### src/rtl/ll_dma_walker.sv
module ll_dma_walker #(
  parameter int AW     = 21,
  parameter int CNT_W  = 16,
  parameter int COST_W = 32
) (
  input  logic              clk,
  input  logic              rst_n,
  input  logic              start,
  input  logic [23:0]       start_addr,
  output logic              busy,
  output logic              mem_rd,
  output logic              mem_wr,
  output logic [AW-3:0]     mem_addr,
  output logic [31:0]       mem_wdata,
  input  logic [31:0]       mem_rdata,
  output logic              pay_valid,
  input  logic              pay_ready,
  output logic [31:0]       pay_data,
  output logic              done,
  output logic [COST_W-1:0] cost,
  output logic [CNT_W-1:0]  node_count
);
  localparam int          WAW      = AW - 2;
  localparam logic [23:0] END_ADDR = 24'hFFFFFF;
  localparam int          TAG      = 23;

  typedef enum logic [3:0] {
    S_IDLE, S_HRD, S_HWAIT, S_HWR, S_PRD, S_PWAIT, S_PSEND,
    S_NEXT, S_CRD, S_CWAIT, S_CWR, S_DONE
  } state_t;

  state_t           state;
  logic [WAW-1:0]   cur, first, ptr;
  logic [31:0]      hdr, pay_q;
  logic [7:0]       rem;
  logic [CNT_W-1:0] clr_left;

  wire [7:0] rd_cnt = mem_rdata[31:24];
  wire       last   = (hdr[23:0] == END_ADDR) || hdr[TAG];

  assign busy      = (state != S_IDLE);
  assign mem_rd    = (state == S_HRD) || (state == S_PRD) || (state == S_CRD);
  assign mem_wr    = (state == S_HWR) || (state == S_CWR);
  assign mem_addr  = (state == S_PRD) ? ptr : cur;
  assign mem_wdata = (state == S_HWR) ? (hdr | (32'd1 << TAG)) : (hdr & ~(32'd1 << TAG));
  assign pay_valid = (state == S_PSEND);
  assign pay_data  = pay_q;
  assign done      = (state == S_DONE);

  always_ff @(posedge clk) begin
    if (!rst_n) begin
      state      <= S_IDLE;
      cur        <= '0;
      first      <= '0;
      ptr        <= '0;
      hdr        <= '0;
      pay_q      <= '0;
      rem        <= '0;
      clr_left   <= '0;
      cost       <= '0;
      node_count <= '0;
    end else begin
      case (state)
        S_IDLE: if (start) begin
          cur        <= start_addr[AW-1:2];
          first      <= start_addr[AW-1:2];
          cost       <= '0;
          node_count <= '0;
          state      <= (start_addr == END_ADDR) ? S_DONE : S_HRD;
        end
        S_HRD:   state <= S_HWAIT;
        S_HWAIT: begin
          hdr        <= mem_rdata;
          node_count <= node_count + CNT_W'(1);
          cost       <= cost + COST_W'(10) +
                        ((rd_cnt != 8'd0) ? (COST_W'(5) + COST_W'(rd_cnt)) : COST_W'(0));
          state      <= S_HWR;
        end
        S_HWR: begin
          if (hdr[31:24] != 8'd0) begin
            rem   <= hdr[31:24];
            ptr   <= cur + WAW'(1);
            state <= S_PRD;
          end else begin
            state <= S_NEXT;
          end
        end
        S_PRD:   state <= S_PWAIT;
        S_PWAIT: begin
          pay_q <= mem_rdata;
          state <= S_PSEND;
        end
        S_PSEND: if (pay_ready) begin
          rem   <= rem - 8'd1;
          ptr   <= ptr + WAW'(1);
          state <= (rem == 8'd1) ? S_NEXT : S_PRD;
        end
        S_NEXT: begin
          if (last) begin
            cur      <= first;
            clr_left <= node_count;
            state    <= S_CRD;
          end else begin
            cur   <= hdr[AW-1:2];
            state <= S_HRD;
          end
        end
        S_CRD:   state <= S_CWAIT;
        S_CWAIT: begin
          hdr   <= mem_rdata;
          state <= S_CWR;
        end
        S_CWR: begin
          clr_left <= clr_left - CNT_W'(1);
          if (clr_left == CNT_W'(1)) begin
            state <= S_DONE;
          end else begin
            cur   <= hdr[AW-1:2];
            state <= S_CRD;
          end
        end
        S_DONE:  state <= S_IDLE;
        default: state <= S_IDLE;
      endcase
    end
  end

  assert_rd_wr_excl_R5: assert property (@(posedge clk) disable iff (!rst_n)
    !(mem_rd && mem_wr));

  assert_rmw_same_word_R5: assert property (@(posedge clk) disable iff (!rst_n)
    mem_wr |-> ($past(mem_rd, 2) && (mem_addr == $past(mem_addr, 2))));

  assert_pay_hold_R10: assert property (@(posedge clk) disable iff (!rst_n)
    (pay_valid && !pay_ready) |=> (pay_valid && $stable(pay_data)));

  assert_done_pulse_R9: assert property (@(posedge clk) disable iff (!rst_n)
    done |=> (!done && $stable(cost) && $stable(node_count)));

  assert_quiet_when_idle_R3: assert property (@(posedge clk) disable iff (!rst_n)
    !busy |-> (!mem_rd && !mem_wr && !pay_valid));
endmodule

### config.mk
export PLATFORM = sky130hd
export DESIGN_NAME = ll_dma_walker
export DESIGN_NICKNAME = d
export VERILOG_FILES = /design/src/rtl/ll_dma_walker.sv
export SDC_FILE = /design/constraint.sdc
export NUM_CORES = 1
export LEC_CHECK = 0
export ABC_AREA = 1
export CAP_MARGIN = 5
export CORE_ASPECT_RATIO = 0.5
export CORE_MARGIN = 10
export CORE_UTILIZATION = 48
export DETAILED_ROUTE_END_ITERATION = 7
export PLACE_DENSITY = 0.77
export REMOVE_ABC_BUFFERS = 1
export SYNTH_ARGS = -nofsm -noshare
export SYNTH_HDL_FRONTEND = slang
export SYNTH_SLANG_ARGS = --single-unit
### constraint.sdc
create_clock -name clk -period 3.62 [get_ports clk]
set_clock_uncertainty 0.2 [all_clocks]
set_input_delay 0.724 -clock clk [delete_from_list [all_inputs] [get_ports clk]]
set_output_delay 0.724 -clock clk [all_outputs]
set_load 0.02 [all_outputs]
Yosys cells after proc, flatten, opt, wreduce, memory -nomap -nowiden:

Cells that the tools add are included.

* multiply operators: 0
* bitwise operators: 0
* shifts and indexed selects: 0
* add/subtract/negate cells: 8
* divide/modulo/power cells: 0
* equal/unequal tests: 20
* magnitude comparators: 0
* mux-type cells: 27
* reduce and logical (&&, ||, !) cells: 19

Operator list (number)
* 2-to-1 mux 19 bit: 6
* case mux 16 bit (2 select lines): 2
* case mux 32 bit (2 select lines): 1
* case mux 19 bit (3 select lines): 1
* == test 24 bit, second input constant: 2
* case mux 4 bit (11 select lines): 1
* adder 19 x 1 -> 19 bit, second input constant: 2
* case mux 19 bit (2 select lines): 1
* adder 32 x 4 -> 32 bit, second input constant: 1
* adder 32 x 9 -> 32 bit: 1
* 2-to-1 mux 16 bit: 2
* 2-to-1 mux 32 bit: 1
* 2-to-1 mux 24 bit: 1
* adder 16 x 1 -> 16 bit, second input constant: 1
* == test 16 x 1 -> 1 bit, second input constant: 1
* == test 4 x 3 -> 1 bit, second input constant: 4
* == test 4 bit, second input constant: 4
* 2-to-1 mux 4 bit: 4
* 2-to-1 mux 8 bit: 2
* case mux 8 bit (2 select lines): 1
* nonzero test 8 bit: 2
* subtractor 16 x 1 -> 16 bit, second input constant: 1
* adder 3 x 8 -> 9 bit, first input constant: 1
* 2-to-1 mux 9 bit: 1
* 15 further kinds: 30

* latch bits: 0
* flip-flop bits (word level): 197
* output and inout bits: 136
* ROM bits: 0
* memories kept: 0
* input port bits: 60
* RAM bits: 0

Longest topological paths before layout:

Gate-level depths: netlist (run 1).

* word-level depth: 4
* gate-level depth with buffers: 22
* gate-level depth less buffers: 22

Worst setup path after synthesis (run 1):

OpenSTA, ideal clock, no wires.

* path kind: input-to-reg
* start point: in mem_rdata[24]
* end point: reg cost[23]
* path slack: 117 ps
* buffers on the path: 1
* arrival: 3184 ps
* data required time: 3301 ps
* stages on the path: 20
* cells stage by stage: inv_1 -> ha_1 -> inv_1 -> nor4_1 -> inv_1 -> nand2_1 -> ha_1 -> inv_1 -> ha_1 -> fa_1 -> nand2_1 -> nand2_1 -> o21ai_0 -> o21ai_0 -> nand2_1 -> nand2_1 -> buf_4 -> nand4_1 -> o21ai_0 -> a21oi_1

* cells in the longest elaborated chain, start to end: 4
* elaborated cells on any way between the ends: 5
* those cells by class: add/sub (2); mux (2); reduce/logical (1)

RTL lines
* start, declared: RTL line 15 `input logic [31:0] mem_rdata,`
* adder 3 x 8 -> 9 bit or nonzero test 8 bit (tied branches): RTL line 76 `((rd_cnt != 8'd0) ? (COST_W'(5) + COST_W'(rd_cnt)) : COST_W'(0));`
* 2-to-1 mux 9 bit (*): RTL line 76
* adder 32 x 9 -> 32 bit (*): RTL line 75 `cost <= cost + COST_W'(10) +`
* case mux 32 bit (2 select lines) (*): RTL line 63 `case (state)`
* end signal, assigned: RTL line 75
* end, declared: RTL line 20 `output logic [COST_W-1:0] cost,`

Mark *: on every way between the ends. The rest lies on a longest branch, timed or not.
A chain may end at the register's enable or synchronous reset.

Worst setup path after layout (run 1):

* start point: in mem_rdata[26]
* end point: reg cost[15]

Same word-level chain as after synthesis.

==> qor_table.md, run 1 <==
| Metric | Value | Unit |
|:---|:---|:---|
| Critical path, cell by cell | clkdlybuf4s50_1, buf_4, or2_2, nand2_2, nor2_1, nand3_1, nor2_2, ha_1, ha_1, buf_4, a21oi_1, nor2_1, nor2_2, nand2_4, buf_4, nand2_1, nor2_1, a211oi_1 | - |
| Number of search-and-repair iterations in the first detailed-routing pass | 5 | - |
| Number of core rows | 38 | - |
| Placer's final routability congestion estimate | 0.941 | - |
| Worst ir drop on vdd | 0.000300 | V |
| Sequential-to-total area share from yosys stat | 36.3 | % |
| Sum of net half-perimeters after detailed placement | 24800 | um |
| Hold Path Class | flip-flop to flip-flop | - |
| Number of max-slew violations in the final report | 0 | - |
| Achievable frequency | 290 | MHz |
| EDFF count, synth | 0 | - |
| FFs w/ async S/R, synth | 0 | % |
| Pwr per Cell Area | 433 | mW/mm^2 |
| Kind of critical path | input pin to flip-flop | - |
| Syn. warnings | 0 | - |
| CTS tree | built | - |
| GR Util met3 | 3.58 | % |
| Data arrival time of the critical path | 3.62 | ns |
| Total global-route track usage | 22.5 | % |
| Overall via count from detail_route | 11400 | - |
| Data required time at the worst endpoint | 3.79 | ns |
| Final total negative setup slack | 0 | ns |
| CP startpoint kind | input pin | - |
| Net total in the final layout | 1903 | - |
| Post-route setup slack | 0.170 | ns |
| Syn Inst Count | 1650 | - |
| Layout overhead on the synthesized area | 27.6 | % |
| Power consumption | 0.00600 | W |
| CTS buffer count | 17 | - |
| Critical Path Fanout Max | 6 | - |
| Clk Latency, worst-skew pair | 0.45 | ns |
| Top Ports | 196 | - |
| CP Buf/Inv Count | 4 | - |
| GR peak layer | met2 | - |
| Worst hold slack after final layout | 0.255 | ns |
| Run status | complete, no violations | - |
| GR Util met2 | 37.5 | % |
| Leading cell types in the layout, fill and taps excluded | sky130_fd_sc_hd__nand2_1, sky130_fd_sc_hd__nor2_1, sky130_fd_sc_hd__dfxtp_1 | - |
| Detailed-route DRC error count | 0 | - |
| Number of library cell types mapped by synthesis | 46 | - |
| Tmin final | 3.45 | ns |
| Chip Width | 233 | um |
| Share of the cycle needed by the critical path after routing | 95.3 | % |
| Ratio of routed vias to standard cells | 5.35 | - |
| Number of nets still failing antenna checks after routing | 0 | - |
| Total Die Area | 0.0294 | mm^2 |
| Violation count after the first detailed-route iteration | 1033 | - |
| Largest incremental delay on the critical path | 0.43 | ns |
| Die boundary height | 126 | um |
| Hold Violations, Final | 0 | - |
| Most frequently used flop master after synthesis | sky130_fd_sc_hd__dfxtp_1 | - |
| Average routed wire per standard cell | 16.1 | um |
| Synthesized cell area | 0.0109 | mm^2 |
| Worst Tran Pin Value | 0.887 | ns |
| Leading cell type in the layout, fill and taps excluded | sky130_fd_sc_hd__nand2_1 | - |
| Number of I/O port buffers | 195 | - |
| Initial Utilization | 49.5 | % |
| CTS H-Tree Depth | 4 | - |
| Met1 routing resource usage after global routing | 28.7 | % |
| Pre-CTS setup slack | -0.597 | ns |
| Master of the slowest instance on the critical path | sky130_fd_sc_hd__clkdlybuf4s50_1 | - |
| Static leakage | 5.43 | nW |
| Pin count of the biggest net entering global routing | 74 | - |
| Total Routed Length | 34300 | um |
| Core utilization of the finished layout | 63.1 | % |
| Final global-route overflow total | 0 | - |
| Capturing element type of the critical path | flip-flop | - |
| Clock input transition at the sequential cells of the worst setup and hold paths | 0.07 | ns |
| Final setup viols | 0 | - |
| Fraction of layout instances using a drive strength above 1 | 8.31 | % |
| Clock Sink Count | 197 | - |
| Worst rel slew slack | 40.7 | % |
| Start point of the worst hold path | first[6]$_SDFFE_PN0P_ | - |
| Synthesized area per cell | 6.58 | um^2 |
| CTS root buffer | sky130_fd_sc_hd__clkbuf_16 | - |
| Wire length of the first global-routing pass | 54200 | um |
| Fill cell count | 2046 | - |
| Clk buf depth | 2 | - |
| Startpoint of the worst setup timing path | mem_rdata[26] | - |
| Area of the core | 0.0220 | mm^2 |
| Cell family contributing the most delay on the critical path | simple AND/OR/NAND/NOR gates | - |
| Initial antenna violation count | 2 | - |
| FF-to-FF Start | state[2]$_SDFFE_PN0P_ | - |
| Max_cap viols | 0 | - |
| Number of synthesized register bits | 197 | - |
| Number of global-route vias before repair | 10300 | - |
==> final cells by class <==
| type | instances | area, um^2 | area share [%] |
|---|---|---|---|
| antenna | 3 | 7.51 | 0.0542 |
| clock buffer | 19 | 453 | 3.27 |
| clock inverter | 13 | 175 | 1.26 |
| inverter | 189 | 709 | 5.12 |
| multi-input combinational | 1153 | 5750 | 41.5 |
| sequential | 197 | 3940 | 28.5 |
| tap | 300 | 375 | 2.71 |
| timing repair buffer | 258 | 2450 | 17.7 |
==> Yosys cell counts (2+ instances only) <==
| master | n | area (um^2) |
|---|---|---|
| sky130_fd_sc_hd__buf_1 | 5 | 18.8 |
| sky130_fd_sc_hd__nand2_1 | 337 | 1260 |
| sky130_fd_sc_hd__or2_2 | 7 | 43.8 |
| sky130_fd_sc_hd__inv_2 | 7 | 26.3 |
| sky130_fd_sc_hd__ha_1 | 26 | 325 |
| sky130_fd_sc_hd__a311oi_1 | 2 | 17.5 |
| sky130_fd_sc_hd__o211ai_1 | 40 | 300 |
| sky130_fd_sc_hd__buf_4 | 35 | 263 |
| sky130_fd_sc_hd__xor2_1 | 8 | 70.1 |
| sky130_fd_sc_hd__or2_1 | 2 | 12.5 |
| sky130_fd_sc_hd__xnor2_1 | 4 | 35.0 |
| sky130_fd_sc_hd__nor4_1 | 7 | 43.8 |
| sky130_fd_sc_hd__nand3_1 | 72 | 360 |
| sky130_fd_sc_hd__nand4_1 | 23 | 144 |
| sky130_fd_sc_hd__nand2_2 | 4 | 25.0 |
| sky130_fd_sc_hd__nor3_1 | 15 | 75.1 |
| sky130_fd_sc_hd__o22ai_1 | 2 | 12.5 |
| sky130_fd_sc_hd__clkbuf_1 | 51 | 191 |
| sky130_fd_sc_hd__buf_2 | 15 | 75.1 |
| sky130_fd_sc_hd__a21oi_1 | 144 | 721 |
| sky130_fd_sc_hd__a221oi_1 | 3 | 26.3 |
| sky130_fd_sc_hd__dfxtp_1 | 197 | 3940 |
| sky130_fd_sc_hd__o21ai_0 | 202 | 1010 |
| sky130_fd_sc_hd__nor2_4 | 2 | 22.5 |
| sky130_fd_sc_hd__a22oi_1 | 3 | 22.5 |
| sky130_fd_sc_hd__inv_1 | 181 | 679 |
| sky130_fd_sc_hd__buf_6 | 4 | 45.0 |
| sky130_fd_sc_hd__nor2_2 | 5 | 31.3 |
| sky130_fd_sc_hd__nor2_1 | 214 | 803 |
| sky130_fd_sc_hd__a211oi_1 | 11 | 82.6 |
| sky130_fd_sc_hd__a31oi_1 | 7 | 43.8 |
==> routing by layer <==
metal,vias to the layer above,part of all wire (%)
met3,58,6.5
met2,397,48
li1,5713,-
met5,-,0
met1,5230,43
met4,0,2.6
==> report_power, final <==
part           leakage [nW]  internal (W)  switching [W]
clock network         0.300       0.00113       0.000912
registers              1.60       0.00233       0.000125
logic                  3.54      0.000585       0.000912
==> what timing repair did <==
item                       CTS  global route
resized for setup            5            38
setup endpoints to repair   21            25
setup buffers                0             4
hold buffers                 0             0
pin swaps                    0            12
==> sequential cells by signal, summed over array words and instances, names as in the netlist <==
register,flops
cost,32
hdr,32
pay_data,32
cur,19
first,19
ptr,19
clr_left,16
node_count,16
rem,8
state,4
==> cells by family (layout without fill, tap and decap cells) <==
| logic type | count (synthesis) | count (layout) | share of synthesized area, % |
|---|---|---|---|
| and+or+nand+nor | 692 | 692 | 26.3 |
| other | 0 | 3 | 0 |
| adders and majority gates | 27 | 27 | 3.18 |
| AOI/OAI and AO/OA | 422 | 422 | 21.2 |
| xor gates and xnor gates | 12 | 12 | 0.967 |
| buffers and inverters | 300 | 479 | 12.0 |
| DFF | 197 | 197 | 36.3 |
==> worst reg2reg max path, delay by kind of cell, from the launching register on <==
kind | cells | cell delay [ns]
simple gates | 9 | 1.04
buf+inv | 4 | 0.54
flops | 1 | 0.40
fa+ha+maj | 1 | 0.34
compound gates | 1 | 0.14
==> final timing paths <==
path	slack, ns	to	depth (start not counted)
worst max-delay path	0.17	cost[15]$_SDFFE_PN0P_	18
worst max register to register	0.86	ptr[14]$_SDFFE_PN0P_	15
worst min register to register	0.26	first[6]$_SDFFE_PN0P_	2
worst min-delay path	0.26	first[6]$_SDFFE_PN0P_	2
==> through the flow <==
step | cells | area (um^2)
6_report | 2132 | 13900
2_1_floorplan | 1539 | 10300
5_1_grt | 2131 | 13900
4_1_cts | 2125 | 13700
3_3_place_gp | 2093 | 13100
3_5_place_dp | 2093 | 13100
Note: power is estimated with default switching activity, not from simulation.
==> inputs of run 2 (changes only) <==
--- a/config.mk
+++ b/config.mk
@@ -6,6 +6,7 @@
 export NUM_CORES = 1
 export LEC_CHECK = 0
 export ABC_AREA = 1
+export ABC_CLOCK_PERIOD_IN_PS = 3620
 export CAP_MARGIN = 5
 export CORE_ASPECT_RATIO = 0.5
 export CORE_MARGIN = 10
==> results of run 2 <==
Final layout, timing and power as in run 1 (identical DEF).
==> inputs of run 3 (changes only) <==
--- a/config.mk
+++ b/config.mk
@@ -11,6 +11,7 @@
 export CORE_ASPECT_RATIO = 0.5
 export CORE_MARGIN = 10
 export CORE_UTILIZATION = 48
+export CTS_CLUSTER_SIZE = 16
 export DETAILED_ROUTE_END_ITERATION = 7
 export PLACE_DENSITY = 0.77
 export REMOVE_ABC_BUFFERS = 1
==> results of run 3 <==
Final layout, timing and power as in run 1 (identical DEF).
